$ cat config.mk
export PLATFORM = sky130hd
export DESIGN_NAME = audio_mclk_gen
export DESIGN_NICKNAME = d
export VERILOG_FILES = /design/src/rtl/mclkgen_pkg.sv /design/src/rtl/mclkgen_ctrl.sv /design/src/rtl/mclkgen_dp.sv /design/src/rtl/audio_mclk_gen.sv
export SDC_FILE = /design/constraint.sdc
export NUM_CORES = 1
export LEC_CHECK = 0
export ABC_AREA = 0
export BUFFER_PORTS_ARGS = -buffer_cell sky130_fd_sc_hd__buf_2
export CORE_MARGIN = 3
export CORE_UTILIZATION = 66
export CTS_BUF_LIST = sky130_fd_sc_hd__clkbuf_8
export DETAILED_ROUTE_END_ITERATION = 6
export GPL_TIMING_DRIVEN = 0
export PLACE_DENSITY = 0.92
export SLEW_MARGIN = 15
export SYNTH_ARGS = -nofsm -noshare
export SYNTH_HDL_FRONTEND = slang
export SYNTH_SLANG_ARGS = --single-unit
$ cat constraint.sdc
create_clock -name clk -period 4.35 [get_ports clk]
set_clock_uncertainty 0.05 [all_clocks]
set_input_delay 0.6525 -clock clk [delete_from_list [all_inputs] [get_ports clk]]
set_output_delay 0.6525 -clock clk [all_outputs]
set_load 0.1 [all_outputs]
$ cat src/rtl/mclkgen_pkg.sv
package mclkgen_pkg;

  localparam int STEP_W    = 32;
  localparam int HALF_W    = 16;
  localparam int RATIO_W   = 10;
  localparam int SEL_W     = 3;
  localparam int NUM_RATE  = 6;
  localparam int NUM_RATIO = 5;

  // Active clock setting, resolved from a request code pair
  typedef struct packed {
    logic               intMode;
    logic [HALF_W-1:0]  halfCnt;
    logic [STEP_W-1:0]  step;
    logic [RATIO_W-1:0] ratio;
  } mclkCfg_t;

  // Strobes from control to datapath
  typedef struct packed {
    logic load;
  } ctrlStb_t;

  function automatic longint unsigned rateHz(input int unsigned code);
    case (code)
      0:       rateHz = 32000;
      1:       rateHz = 44100;
      2:       rateHz = 48000;
      3:       rateHz = 88200;
      4:       rateHz = 96000;
      default: rateHz = 192000;
    endcase
  endfunction

  function automatic longint unsigned ratioMul(input int unsigned code);
    case (code)
      0:       ratioMul = 128;
      1:       ratioMul = 192;
      2:       ratioMul = 256;
      3:       ratioMul = 384;
      default: ratioMul = 512;
    endcase
  endfunction

  // Toggle rate: two edges per master period
  function automatic longint unsigned stepOf(input int unsigned r, input int unsigned q);
    stepOf = 2 * rateHz(r) * ratioMul(q);
  endfunction

  function automatic logic cfgOk(input longint unsigned srcHz,
                                 input int unsigned r, input int unsigned q);
    cfgOk = (r < NUM_RATE) && (q < NUM_RATIO) && (stepOf(r, q) <= srcHz);
  endfunction

  function automatic mclkCfg_t makeCfg(input longint unsigned srcHz,
                                       input int unsigned r, input int unsigned q);
    mclkCfg_t c;
    longint unsigned s;
    s         = stepOf(r, q);
    c.step    = STEP_W'(s);
    c.halfCnt = HALF_W'(srcHz / s);
    c.intMode = ((srcHz % s) == 0);
    c.ratio   = RATIO_W'(ratioMul(q));
    makeCfg   = c;
  endfunction

endpackage

$ cat src/rtl/mclkgen_ctrl.sv
module mclkgen_ctrl
  import mclkgen_pkg::*;
#(
  parameter int unsigned SRC_HZ    = 49152000,
  parameter int unsigned DEF_RATE  = 2,
  parameter int unsigned DEF_RATIO = 2
) (
  input  logic             clk,
  input  logic             rstN,
  input  logic [SEL_W-1:0] rateSel,
  input  logic [SEL_W-1:0] ratioSel,
  input  logic             fsBoundary,
  output mclkCfg_t         activeCfg,
  output ctrlStb_t         stb
);

  localparam int       NUM_CFG = NUM_RATE * NUM_RATIO;
  localparam int       IDX_W   = $clog2(NUM_CFG);
  localparam mclkCfg_t DEF_CFG = makeCfg(SRC_HZ, DEF_RATE, DEF_RATIO);

  mclkCfg_t       cfgTab [NUM_CFG];
  logic           okTab  [NUM_CFG];
  mclkCfg_t       pendCfg;
  mclkCfg_t       reqCfg;
  logic           rateIn, ratioIn, reqOk;
  logic [IDX_W-1:0] lookIdx;

  // Elaboration-time table of every code pair: no runtime division
  for (genvar r = 0; r < NUM_RATE; r++) begin : g_rate
    for (genvar q = 0; q < NUM_RATIO; q++) begin : g_ratio
      assign cfgTab[r*NUM_RATIO+q] = makeCfg(SRC_HZ, r, q);
      assign okTab[r*NUM_RATIO+q]  = cfgOk(SRC_HZ, r, q);
    end
  end

  assign rateIn  = (rateSel  < SEL_W'(NUM_RATE));
  assign ratioIn = (ratioSel < SEL_W'(NUM_RATIO));
  assign lookIdx = (rateIn && ratioIn)
                   ? IDX_W'(IDX_W'(rateSel) * IDX_W'(NUM_RATIO) + IDX_W'(ratioSel))
                   : '0;
  assign reqCfg  = cfgTab[lookIdx];
  assign reqOk   = rateIn && ratioIn && okTab[lookIdx];

  assign stb = '{load: fsBoundary && (pendCfg != activeCfg)};

  always_ff @(posedge clk or negedge rstN) begin
    if (!rstN) begin
      pendCfg   <= DEF_CFG;
      activeCfg <= DEF_CFG;
    end else begin
      if (reqOk)    pendCfg   <= reqCfg;
      if (stb.load) activeCfg <= pendCfg;
    end
  end

endmodule

$ cat src/rtl/mclkgen_dp.sv
module mclkgen_dp
  import mclkgen_pkg::*;
#(
  parameter int unsigned SRC_HZ      = 49152000,
  parameter int          SYNC_STAGES = 2
) (
  input  logic     clk,
  input  logic     rstN,
  input  mclkCfg_t cfg,
  input  ctrlStb_t stb,
  input  logic     vcoClkIn,
  input  logic     wordSrcSel,
  output logic     fsBoundary,
  output logic     mclkOut,
  output logic     wordStrobe,
  output logic     pdSysOut,
  output logic     pdVcoOut
);

  localparam logic [STEP_W:0]    SRC_EXT  = (STEP_W+1)'(SRC_HZ);
  localparam logic [HALF_W-1:0]  HALF_ONE = 1;
  localparam logic [RATIO_W-1:0] R_ONE    = 1;

  logic [STEP_W-1:0]  acc;
  logic [STEP_W:0]    accSum;
  logic [HALF_W-1:0]  halfCtr;
  logic [RATIO_W-1:0] cycCnt, vcoCnt, ratioLast, ratioMid;
  logic               fracHit, intHit, toggle, mclkQ, pdSysQ, pdVcoQ;
  logic [SYNC_STAGES-1:0] vcoSync;
  logic               vcoPrev, vcoRise, vcoBoundary, strobeQ;

  // Edge scheduler: fractional accumulator or integer half-period counter
  assign accSum  = {1'b0, acc} + {1'b0, cfg.step};
  assign fracHit = (accSum >= SRC_EXT);
  assign intHit  = (halfCtr >= (cfg.halfCnt - HALF_ONE));
  assign toggle  = cfg.intMode ? intHit : fracHit;

  assign ratioLast  = cfg.ratio - R_ONE;
  assign ratioMid   = (cfg.ratio >> 1) - R_ONE;
  assign fsBoundary = toggle && mclkQ && (cycCnt >= ratioLast);

  always_ff @(posedge clk or negedge rstN) begin
    if (!rstN) begin
      acc     <= '0;
      halfCtr <= '0;
      mclkQ   <= 1'b0;
      cycCnt  <= '0;
      pdSysQ  <= 1'b0;
    end else if (stb.load) begin
      // Boundary edge: master clock falls here, new setting starts clean
      acc     <= '0;
      halfCtr <= '0;
      mclkQ   <= 1'b0;
      cycCnt  <= '0;
      pdSysQ  <= 1'b0;
    end else begin
      acc     <= fracHit ? STEP_W'(accSum - SRC_EXT) : accSum[STEP_W-1:0];
      halfCtr <= intHit ? '0 : halfCtr + HALF_ONE;
      if (toggle) begin
        mclkQ <= ~mclkQ;
        if (mclkQ) begin
          if (cycCnt >= ratioLast) begin
            cycCnt <= '0;
            pdSysQ <= 1'b0;
          end else begin
            cycCnt <= cycCnt + R_ONE;
            if (cycCnt == ratioMid) pdSysQ <= 1'b1;
          end
        end
      end
    end
  end

  // Returned clock: synchroniser chain
  for (genvar i = 0; i < SYNC_STAGES; i++) begin : g_sync
    if (i == 0) begin : g_first
      always_ff @(posedge clk or negedge rstN)
        if (!rstN) vcoSync[0] <= 1'b0;
        else       vcoSync[0] <= vcoClkIn;
    end else begin : g_next
      always_ff @(posedge clk or negedge rstN)
        if (!rstN) vcoSync[i] <= 1'b0;
        else       vcoSync[i] <= vcoSync[i-1];
    end
  end

  assign vcoRise     = vcoSync[SYNC_STAGES-1] && !vcoPrev;
  assign vcoBoundary = vcoRise && (vcoCnt >= ratioLast);

  always_ff @(posedge clk or negedge rstN) begin
    if (!rstN) begin
      vcoPrev <= 1'b0;
      vcoCnt  <= '0;
      pdVcoQ  <= 1'b0;
      strobeQ <= 1'b0;
    end else begin
      vcoPrev <= vcoSync[SYNC_STAGES-1];
      if (vcoRise) begin
        if (vcoCnt >= ratioLast) begin
          vcoCnt <= '0;
          pdVcoQ <= 1'b0;
        end else begin
          vcoCnt <= vcoCnt + R_ONE;
          if (vcoCnt == ratioMid) pdVcoQ <= 1'b1;
        end
      end
      strobeQ <= wordSrcSel ? vcoBoundary : fsBoundary;
    end
  end

  assign mclkOut    = mclkQ;
  assign pdSysOut   = pdSysQ;
  assign pdVcoOut   = pdVcoQ;
  assign wordStrobe = strobeQ;

endmodule

$ cat src/rtl/audio_mclk_gen.sv
module audio_mclk_gen
  import mclkgen_pkg::*;
#(
  parameter int unsigned SRC_HZ    = 49152000,
  parameter int unsigned DEF_RATE  = 2,
  parameter int unsigned DEF_RATIO = 2
) (
  input  logic             clk,
  input  logic             rstN,
  input  logic [SEL_W-1:0] rateSel,
  input  logic [SEL_W-1:0] ratioSel,
  input  logic             wordSrcSel,
  input  logic             vcoClkIn,
  output logic             mclkOut,
  output logic             wordStrobe,
  output logic             pdSysOut,
  output logic             pdVcoOut
);

  mclkCfg_t activeCfg;
  ctrlStb_t stb;
  logic     fsBoundary;

  mclkgen_ctrl #(
    .SRC_HZ(SRC_HZ), .DEF_RATE(DEF_RATE), .DEF_RATIO(DEF_RATIO)
  ) u_ctrl (
    .clk(clk), .rstN(rstN), .rateSel(rateSel), .ratioSel(ratioSel),
    .fsBoundary(fsBoundary), .activeCfg(activeCfg), .stb(stb)
  );

  mclkgen_dp #(
    .SRC_HZ(SRC_HZ), .SYNC_STAGES(2)
  ) u_dp (
    .clk(clk), .rstN(rstN), .cfg(activeCfg), .stb(stb),
    .vcoClkIn(vcoClkIn), .wordSrcSel(wordSrcSel), .fsBoundary(fsBoundary),
    .mclkOut(mclkOut), .wordStrobe(wordStrobe),
    .pdSysOut(pdSysOut), .pdVcoOut(pdVcoOut)
  );

endmodule

* Yosys cells after proc, flatten, opt, wreduce, memory -nomap -nowiden
Memories as Yosys holds them, arrays and structs flattened. A register that Yosys moved wholly into a read port is not among the register bits.
Cells that the tools add are included.
W data, S select, Z words.
** Storage, ports and cells
- Register bits after elaboration :: 134
- Latch bits :: 0
- Bits in writable memories :: 0
- Memory bits (read-only) :: 1920
- Output and inout bits :: 4
- Memories kept :: 2
** Memories
- (name not given) :: words 32, bits a word 59, rd ports 1, clocked after memory_dff 1, write ports 0, RTL line mclkgen_ctrl.sv:41 : assign reqCfg = cfgTab[lookIdx];
- (name not given) :: words 32, bits a word 1, rd ports 1, clocked after memory_dff 0, write ports 0, RTL line mclkgen_ctrl.sv:42 : assign reqOk = rateIn && ratioIn && okTab[lookIdx];
** Cells by class
- $add $sub $neg :: 9
- $mul :: 1
- Divide/modulo/power cells :: 0
- $lt $le $gt $ge :: 7
- Eq/ne operators :: 3
- Shifts and indexed selects :: 0
- Multiplexer cells :: 23
- Bitwise operators :: 2
- Reductions and logical operators :: 16
** Operators by type and width (number)
- $mux W32 :: 2
- $ne A59 B59 Y1 :: 1
- $mux W10 :: 5
- $add A32 B32 Y33 :: 1
- $ge A33 B26 Y1 const B :: 1
- $mux W16 :: 2
- $sub A32 B26 Y32 const B :: 1
- $add A10 B1 Y10 const B :: 2
- $eq A10 B10 Y1 :: 2
- $ge A10 B10 Y1 :: 2
- $add A16 B1 Y16 const B :: 1
- $ge A16 B16 Y1 :: 1
- $sub A16 B1 Y16 const B :: 1
- $mux W1 :: 13
- $sub A10 B1 Y10 const B :: 1
- $sub A9 B1 Y10 const B :: 1
- $logic_and A1 B1 Y1 :: 7
- $ge A6 B6 Y1 const B :: 1
- $lt A3 B3 Y1 const B :: 2
- $not A5 Y6 :: 1
- $reduce_bool A2 Y1 :: 3
- $add A5 B3 Y5 :: 1
- $mul A3 B3 Y5 const B :: 1
- $mux W5 :: 1
- other kinds (5) :: 7

* Depth between registers and ports, before layout
- Depth in word-level cells :: 8
- Mapped depth :: 16

* Modules after synthesis
From an unflattened synthesis, not the netlist that was laid out.
** Unflattened totals
- Cells, all modules :: 1217
- Area, all modules :: 10684.0 um^2
** By module, submodules not included
- mclkgen_dp :: instances 1, cells each 800, area each 6844.1 um^2
- mclkgen_ctrl :: instances 1, cells each 417, area each 3839.9 um^2

* Worst setup path after synthesis
Ideal clock, no wire load.
- Kind :: register to register
- From :: reg, netlist name u_ctrl.activeCfg[19]
- To :: reg, netlist name u_ctrl.activeCfg[6]
- Arrival :: 3.466 ns
- Required time :: 4.172 ns
- Setup slack :: 0.707 ns
- Cell stages (with the launch flop) :: 14
- Buffers on the path :: 1
- Period minus slack after synthesis :: 3.643 ns
- Cells stage by stage :: dfrtp_1 ha_1 inv_1 fa_1 nand2b_1 a211o_1 a211oi_2 o31a_1 o2111ai_1 xor2_1 nand4b_4 o31ai_4 buf_4 mux2_1
** On the way
- Longest elaborated chain between the ends :: 6
- Elaborated cells on any way between the ends :: 7
- Classes of those cells :: add/sub (1); order compare (1); eq/ne (1); mux (1); reduce/logical (3)
** Ends and longest elaborated chain
- $add A32 B32 Y33 :: RTL line mclkgen_dp.sv:33 : assign accSum = {1'b0, acc} + {1'b0, cfg.step};
- $ge A33 B26 Y1 :: RTL line mclkgen_dp.sv:34 : assign fracHit = (accSum >= SRC_EXT);
- $mux W1 :: RTL line mclkgen_dp.sv:36 : assign toggle = cfg.intMode ? intHit : fracHit;
- $logic_and A1 B1 Y1 (2 in series) :: RTL line mclkgen_dp.sv:40 : assign fsBoundary = toggle && mclkQ && (cycCnt >= ratioLast);
- $logic_and A1 B1 Y1 * :: RTL line mclkgen_ctrl.sv:44 : assign stb = '{load: fsBoundary && (pendCfg != activeCfg)};
Every way passes the cells marked *; elsewhere a longest branch is shown, timed or not.
A chain may end at the register's enable or synchronous reset.

* Worst setup path in the final report
- From :: reg, netlist name u_ctrl.activeCfg[19]
- To :: reg u_dp.cycCnt[7]
** On the way
- Longest elaborated chain between the ends :: 8
- Elaborated cells on any way between the ends :: 11
- Classes of those cells :: add/sub (1); order compare (1); eq/ne (1); mux (2); reduce/logical (6)
** Ends and longest elaborated chain
- $add A32 B32 Y33 :: RTL line mclkgen_dp.sv:33
- $ge A33 B26 Y1 :: RTL line mclkgen_dp.sv:34
- $mux W1 :: RTL line mclkgen_dp.sv:36
- $logic_and A1 B1 Y1 (2 in series) :: RTL line mclkgen_dp.sv:40
- $logic_and A1 B1 Y1 :: RTL line mclkgen_ctrl.sv:44
- $reduce_bool A2 Y1 (no source line)
- $reduce_and A2 Y1 (no source line)
- to (signal assigned) :: RTL line mclkgen_dp.sv:66 : cycCnt <= cycCnt + R_ONE;
- to (decl) :: RTL line mclkgen_dp.sv:27 : logic [RATIO_W-1:0] cycCnt, vcoCnt, ratioLast, ratioMid;
Several ways; a longest one is shown, not always the timed one.

==> metrics.txt <==
EDFF count, synth=0; Slew Viols, Final=0; leading area contributor after synthesis=dfrtp_1; Die W=121 µm; critical-path cell list=ha_1 > inv_1 > fa_1 > nand2b_1 > a211o_2 > a211oi_4 > nor3_1 > xnor2_1 > and4b_1 > o21a_2 > o311ai_4 > or2_0 > buf_2 > o41ai_2; cts bufs inserted=17; CP delay by family, top=compound AO/OA/AOI/OAI gates; Final WS setup=0.184 ns; Switch Pwr=about 1.0 mW; Worst EP arrival=4.48 ns; critical path type=reg -> reg; HP Class=in -> async; max_slew headroom=0.478; Initial Util=0.686; VDD IR max=roughly 0.33 mV; I/O Pins=14; # setup viols final=0; Port Buffer Count=13; endpoint kind of the worst setup timing path=register; Critical Path Source=u_ctrl.activeCfg[19]; sequential-to-total area share from yosys stat=0.346; Yosys top cell area share=0.286; dpl ws=-0.382 ns; vias in the first global route=7619; Mapped Avg Cell Area=between 8 and 9 µm²; Critical Path Source Type=register; Sw Share=0.321; total power=3.23 mW; WL final=22.6 mm; row count=41; FF+latch count, synth=120; Vias=7875; Longest Clk Path Bufs=2; area of the core=roughly 13000 µm²; Clock transition at path regs=approximately 0.070 ns; synth top area cells=dfrtp_1, ha_1, dfstp_2; ANT cells=0; worst skew pair latency=around 0.47 ns; Nets=1104; RSZ-0062 raised after global routing=false; Placer Congestion=1.01; Worst Path Max Fanout=9; Syn Std Cell Area=8760 µm²; CTS H-tree depth=4; Slew @ Worst Pin=slightly below 0.8 ns; outcome=finished clean; fin crit period=4.17 ns; syn nets=1066; area delta synth->final=9.51%; crit-path max cell delay=0.43 ns; first-pass GRT wire length=37.6 mm; fin cells=1211; Syn. warnings=0; initial antenna violation count=0; HPWL after DPL=16.1 mm; number of DRC markers in iteration 0=973; PD cells=337 nW/µm²; CP Buf/Inv Count=2; largest net degree at the start of global routing=62; Root Buffer=clkbuf_8; Placed Cells=1174; clock sink total=120; # fillers=876; logic gate share of total power=0.216; Pleak=4.48 nW; max-cap violations=0; final hold violation count=0; Die Y=roughly 120 µm; worst r2r src=u_ctrl.activeCfg[19]; FFs w/ async S/R, synth=1.00; Post-DRT Antenna Nets=0; Vias/cell=6.50; Gate Count Post-Synth=988; fin crit share=0.958; Yosys cell types=79; gr ovfl total=0; most frequent cells in the layout=dfrtp_1, nand2_1, nor2_1; CP max stage cell=xnor2_1; WP data required=4.66 ns; drt drc=0; max frequency=~240 MHz; Tot GR Track Use=0.320; ys flop type=dfrtp_1; Seq pwr share=0.416; CTS Hold Bufs=0; drt wl/cell=~19 µm; ratio of cells with drive above 1 in the final layout=0.111; CTS tree=built; DR pass1 iterations=6; most common cell after layout, fill and taps aside=dfrtp_1; share of total power in the clock network=0.368; Internal=2.19 mW; Die Area=14700 µm²
layer usage:
metal / vias up / track usage / wire, µm
li1: 3657 / - / -
met1: 3753 / 0.436 / 9690
met2: 385 / 0.500 / 10400
met3: 80 / 0.0718 / 1820
met4: 0 / 0.121 / 724
met5: - / 0 / 0
registers in the layout, indices dropped and copies added (netlist names):
register          cells
u_ctrl.activeCfg     27
u_ctrl.pendCfg       27
u_dp.acc             23
u_dp.cycCnt          10
u_dp.halfCtr         16
u_dp.mclkOut          1
u_dp.pdSysOut         1
u_dp.pdVcoOut         1
u_dp.vcoCnt          10
u_dp.vcoPrev          1
u_dp.vcoSync          2
u_dp.wordStrobe       1
path summary, 6_finish.rpt:
check | end | slack, ns | cells past startpoint
min in group clk | u_dp.vcoSync[0] | 0.25 | 1
max in group asynchronous | u_ctrl.activeCfg[26] | 3.39 | 2
worst min register to register | u_dp.vcoSync[1] | 0.32 | 0
worst min-delay path | u_dp.pdVcoOut | 0.11 | 1
worst max-delay path | u_dp.cycCnt[7] | 0.18 | 14
worst max register to register | u_dp.cycCnt[7] | 0.18 | 14
final cells by class:
type | count | area (µm²) | area share
multi-input cells | 794 | 5430 | 0.566
flip-flops and latches | 120 | 3030 | 0.316
clock buffers | 19 | 262 | 0.0273
plain buffers | 52 | 239 | 0.0249
well taps | 172 | 215 | 0.0224
clock inverters | 13 | 200 | 0.0209
repair buffers | 19 | 136 | 0.0142
inverters | 22 | 82.6 | 0.00861
cell families (layout without fill, tap and decap cells):
group                      count (synthesis)  count (layout)  synth area share
and+or+nand+nor                          339             339             0.186
AOI/OAI and AO/OA                        271             271             0.208
DFF                                      120             120             0.346
xor gates and xnor gates                  81              81            0.0810
buffers and inverters                     74             125            0.0363
adders and majority gates                 68              68            0.0988
muxes                                     35              35            0.0443
synth_stat cells (5+ instances only):
library cell and n:
and3_1 12, buf_2 8, a21oi_1 61, mux2_1 27
o221ai_1 5, xor2_1 35, dfrtp_1 100, nand2b_1 12
mux2i_1 5, o21ai_0 78, a31oi_1 8, nand4_1 20
or2_2 5, xnor2_1 46, o21a_1 7, a21o_1 23
a211oi_1 12, clkbuf_1 39, nor2_1 93, nand3_1 28
a211o_1 5, nand2_1 98, or3_1 9, and2_1 15
dfstp_2 20, ha_1 66, o31ai_1 11, nor4_1 6
inv_1 21, nand3b_1 5, nor3_1 19, o211ai_1 5
stage by stage:
| stage | cell area, µm² | hold WS (ns) | setup TNS [ns] | util |
|---|---|---|---|---|
| after floorplan | 8760 | 0.281 | 0 | - |
| after global placement | 9040 | 0.300 | -5.77 | 0.708 |
| after detailed placement | 9070 | 0.299 | -6.71 | 0.710 |
| after CTS | 9540 | 0.114 | 0 | 0.746 |
| after global routing | 9590 | 0.140 | 0 | 0.751 |
| final | 9590 | 0.108 | 0 | 0.751 |
power by group through the flow:
stage | registers (mW) | clock network [mW] | logic [mW]
floorplan | 1.33 | 0 | 0.474
detailed placement | 1.36 | 0 | 0.674
global route | 1.36 | 1.24 | 0.761
finish | 1.34 | 1.19 | 0.698
global placement | 1.35 | 0 | 0.658
CTS | 1.34 | 1.19 | 0.679
worst register-to-register path, delay by kind of cell, from the launching register on:
family	cells	cell delay (ns)
DFF	1	0.38
xor gates and xnor gates	1	0.43
adders and majority gates	2	0.56
and+or+nand+nor	4	0.89
buffers and inverters	2	0.25
AOI/OAI and AO/OA	5	1.51
timing repair:
item	in CTS	in global routing
resized for setup	0	9
setup buffers	0	5
endpoints found under the hold margin	0	0
endpoints found under the setup margin	0	83
Power figures use the tool's default switching activity.
